<file path="config.mk">
export PLATFORM = sky130hd
export DESIGN_NAME = burst_col_gen
export DESIGN_NICKNAME = d
export VERILOG_FILES = /design/src/rtl/burst_col_gen.sv
export SDC_FILE = /design/constraint.sdc
export NUM_CORES = 1
export LEC_CHECK = 0
export BUFFER_PORTS_ARGS = -buffer_cell sky130_fd_sc_hd__buf_4
export CORE_MARGIN = 3
export CORE_UTILIZATION = 59
export DETAILED_ROUTE_END_ITERATION = 12
export HOLD_SLACK_MARGIN = 0.03
export PLACE_DENSITY = 0.83
export SLEW_MARGIN = 20
export SYNTH_ARGS = -nofsm -noshare
export SYNTH_HDL_FRONTEND = slang
export SYNTH_SLANG_ARGS = --single-unit
</file>
<file path="constraint.sdc">
create_clock -name clk -period 3.9 [get_ports clk]
set_input_delay 0.585 -clock clk [delete_from_list [all_inputs] [get_ports clk]]
set_output_delay 0.585 -clock clk [all_outputs]
set_load 0.02 [all_outputs]
</file>
<file path="src/rtl/burst_col_gen.sv">
module burst_col_gen #(
  parameter int COL_W = 8
) (
  input  logic             clk,
  input  logic             rst_n,
  input  logic             start_i,
  input  logic [COL_W-1:0] start_col_i,
  input  logic [2:0]       blen_i,
  input  logic             order_i,
  input  logic             stop_i,
  output logic [COL_W-1:0] col_o,
  output logic             valid_o,
  output logic             last_o
);

  logic [COL_W-1:0] base_q, beat_q, mask_q, mask_d, seq_col;
  logic             act_q, fp_q, ilv_q;

  // length code decode into a low-bit mask
  always_comb begin
    case (blen_i)
      3'd1:    mask_d = COL_W'(1);
      3'd2:    mask_d = COL_W'(3);
      3'd3:    mask_d = COL_W'(7);
      3'd7:    mask_d = '1;
      default: mask_d = '0;
    endcase
  end

  assign seq_col = (base_q & ~mask_q) | ((base_q + beat_q) & mask_q);
  assign col_o   = (ilv_q && !fp_q) ? (base_q ^ beat_q) : seq_col;
  assign valid_o = act_q;
  assign last_o  = act_q && !fp_q && (beat_q == mask_q);

  always_ff @(posedge clk or negedge rst_n) begin
    if (!rst_n) begin
      act_q  <= 1'b0;
      fp_q   <= 1'b0;
      ilv_q  <= 1'b0;
      base_q <= '0;
      beat_q <= '0;
      mask_q <= '0;
    end else if (start_i) begin
      act_q  <= 1'b1;
      fp_q   <= (blen_i == 3'd7);
      ilv_q  <= order_i;
      base_q <= start_col_i;
      beat_q <= '0;
      mask_q <= mask_d;
    end else if (act_q) begin
      if (stop_i || last_o) act_q <= 1'b0;
      else                  beat_q <= beat_q + 1'b1;
    end
  end

  initial begin
    a_r9_col_width: assert (COL_W == 8 || COL_W == 9)
      else $error("column width must be 8 or 9");
  end

  a_r1_last_within_burst: assert property (@(posedge clk) disable iff (!rst_n)
    last_o |-> valid_o);

  a_r2_start_loads: assert property (@(posedge clk) disable iff (!rst_n)
    start_i |=> valid_o && col_o == $past(start_col_i));

  a_r6_end_after_last: assert property (@(posedge clk) disable iff (!rst_n)
    last_o && !start_i |=> !valid_o);

  a_r7_page_step: assert property (@(posedge clk) disable iff (!rst_n)
    valid_o && fp_q && !start_i && !stop_i
      |=> valid_o && !last_o && col_o == COL_W'($past(col_o) + 1'b1));

  a_r8_stop_ends: assert property (@(posedge clk) disable iff (!rst_n)
    stop_i && !start_i |=> !valid_o);

endmodule

</file>
==> impl_results.md <==
- Reg2reg end: beat_q[1]
- Slew Viols, Final: 0
- CTS Sinks: 22
- Clk slew on worst S/H paths: 0.12 ns
- Max cap viols: 0
- CP endpoint: col_o[6]
- First-pass GRT wire length: 5478 µm
- Most common cell after layout, fill and taps aside: buf_4
- Final Hold Fails: 0
- Ys flop type: dfrtp_1
- Total CTS buffers: 3
- Gr usage total: 0.2162
- Logic pwr share: 0.305
- Area growth, synth to finish: 15.23%
- I/O Buffers: 25
- Net Sw Frac: 0.3351
- Post-DP HPWL: 2392 µm
- Drt pass-1 iters: 4
- Lkg Pwr: 0.7944 nW
- Total power: 0.5365 mW
- # rows: 17
- Sequential share of power: 0.494
- CTS root buffer: clkbuf_4
- Number of global-route vias before repair: 1280
- CP startpoint: beat_q[0]
- GRT overflow: 0
- Synthesized Nets: 182
- HP Class: in -> async
- Routed via count: 1240
- Setup Skew: 0.003202 ns
- Critical R2R Launch: fp_q
- Max frequency: 305.3 MHz
- P_int: 0.3567 mW
- Post-place setup slack: 1.010 ns
- Status: finished, final reports clean
- RePlAce Congestion: 0.9004
- Die area: 0.003096 mm²
- Most frequent cells in the layout: 25 x buf_4, 22 x dfrtp_1, 17 x nor2_1
- Fill count: 164
- Clock network power share: 0.201
- Post-synth cell types: 41
- Num ports: 26
- Vias per cell: 5.990
- Maximum vdd drop: 0.0002212 V
- Cells on worst reg2reg path: 5
- Setup TNS: 0 ns
- YS warnings: 0
- Die Ht: 55.64 µm
- Fin crit share: 0.8400
- Initial antenna violation count: 0
- CORE AREA: 0.002276 mm²
- DRT Wirelength: 3151 µm
- R2R Setup Slk: 2.19 ns
- DRC viols: 0
- Worst Setup End Kind: output pin
- Nets: 206
- CP required: 3.31 ns
- Avg WL per Cell: 15.22 µm
- Postcts setup bufs: 0
- CTS tree: yes
- Post-synth ARST share: 1.000
- Final min period: 3.276 ns
- Synthesized flop and latch total: 22
- Die width: 55.64 µm
- Sequential area share after synthesis: 0.3787
- Net switching power: 0.1798 mW
- CTS Buffer Depth: 2
- Syn Area/Cell: 9.260 µm²
- Inserted Diodes: 0
- DR iter-0 viols: 52
- Starting Density: 0.6388
- Largest net degree at the start of global routing: 28
- Mapped cell area: 0.001454 mm²
- Worst endpoint data arrival time: 2.69 ns
- Worst-Skew Late Latency: 0.31 ns
- Synthesized instance count: 157
- RSZ-0062 raised after global routing: no
- Detail Route Antenna Nets: 0
- CTS H-tree lvls: 1
- Slew HR: 0.5173
- Share of layout cells above drive strength 1: 0.2179
- Startpoint Class: register
- Slew @ Worst Pin: 0.7226 ns
- Cts hold-fix bufs: 0
- Setup CP Type: reg -> out
- Crit path max fanout: 6
- P per Cell Area: 320.2 mW/mm²
- Post-CTS sizing: 0
- PnR worst setup slack: 0.6242 ns
- EDFF count, synth: 0
- Final setup fails: 0
power by group through the flow:
| stage | sequential, mW | clock (mW) | combinational (mW) |
|---|---|---|---|
| after floorplan | 0.263 | 0 | 0.106 |
| after global placement | 0.268 | 0 | 0.160 |
| after detailed placement | 0.270 | 0 | 0.165 |
| after CTS | 0.265 | 0.111 | 0.165 |
| after global routing | 0.268 | 0.121 | 0.181 |
| final | 0.265 | 0.108 | 0.164 |
logic make-up after synthesis:
logic type      after synthesis  synth area share
compound gates               37            0.1687
xor+xnor                     11           0.06626
fa+ha+maj                     9           0.08262
buf+inv                      17           0.04475
flops                        22            0.3787
mux                          11           0.08692
simple gates                 50            0.1721
layout make-up:
cell class	instances	area (µm²)	share of cell area
tap	28	35.03	0.02091
inverter	11	41.29	0.02465
sequential	22	550.5	0.3286
clock buffer	3	22.52	0.01344
timing repair buffer	25	187.7	0.1120
multi-input combinational	118	838.3	0.5004
flip-flops by register name, summed over array words and instances (netlist names):
signal	flops
base_q	8
beat_q	8
fp_q	1
ilv_q	1
mask_q	3
valid_o	1
how the worst min path moves through the flow:
stage           from   endpoint  slack (ns)  cells after the start
4_1_cts        rst_n  beat_q[2]        0.14                      1
3_3_place_gp   rst_n  beat_q[5]        0.49                      1
5_1_grt        rst_n  beat_q[2]        0.14                      1
3_5_place_dp   rst_n  beat_q[5]        0.49                      1
2_1_floorplan  rst_n  base_q[0]        0.29                      0
6_report       rst_n  beat_q[2]        0.13                      1
synth_stat cells, types with 2 or more instances:
| cell | instances | area share |
|---|---|---|
| dfrtp_1 | 22 | 0.38 |
| nor2_1 | 17 | 0.044 |
| inv_1 | 11 | 0.028 |
| o21ai_0 | 10 | 0.034 |
| mux2_2 | 9 | 0.070 |
| a21oi_1 | 8 | 0.028 |
| ha_1 | 8 | 0.069 |
| nor3_1 | 7 | 0.024 |
| xnor2_1 | 7 | 0.042 |
| nand2_1 | 6 | 0.015 |
| clkbuf_1 | 5 | 0.013 |
| nand3_1 | 4 | 0.014 |
| xor2_1 | 4 | 0.024 |
| a211oi_1 | 3 | 0.015 |
| and3_1 | 3 | 0.013 |
| nor2b_1 | 3 | 0.013 |
| a21o_1 | 2 | 0.010 |
| a31oi_1 | 2 | 0.0086 |
| and4_1 | 2 | 0.012 |
| nand2b_1 | 2 | 0.0086 |
| o31a_1 | 2 | 0.012 |
metrics by stage:
step,hold slack (ns),cell area [µm²],instances,util
3_5_place_dp,0.4946,1653,204,0.7262
4_1_cts,0.1413,1675,207,0.7361
2_1_floorplan,0.2894,1454,157,-
3_3_place_gp,0.4930,1653,204,0.7262
6_report,0.1314,1675,207,0.7361
5_1_grt,0.1389,1675,207,0.7361
routing by layer:
metal | up-vias | GRT usage | part of all wire
li1 | 606 | - | -
met1 | 577 | 0.2868 | 0.43
met3 | 5 | 0.03016 | 0.072
met5 | - | 0 | 0
met2 | 52 | 0.3649 | 0.49
met4 | 0 | 0.06597 | 0.0086
critical path, cell delays in order, from the launching register on:
cell and delay, ns:
dfrtp_1 0.48, ha_1 0.21, inv_1 0.05, fa_1 0.38, nor2b_1 0.19, o21ai_0 0.13
a21boi_0 0.38, o41ai_1 0.12, a211oi_1 0.25, buf_4 0.18
Note: power is estimated with default switching activity, not from simulation.
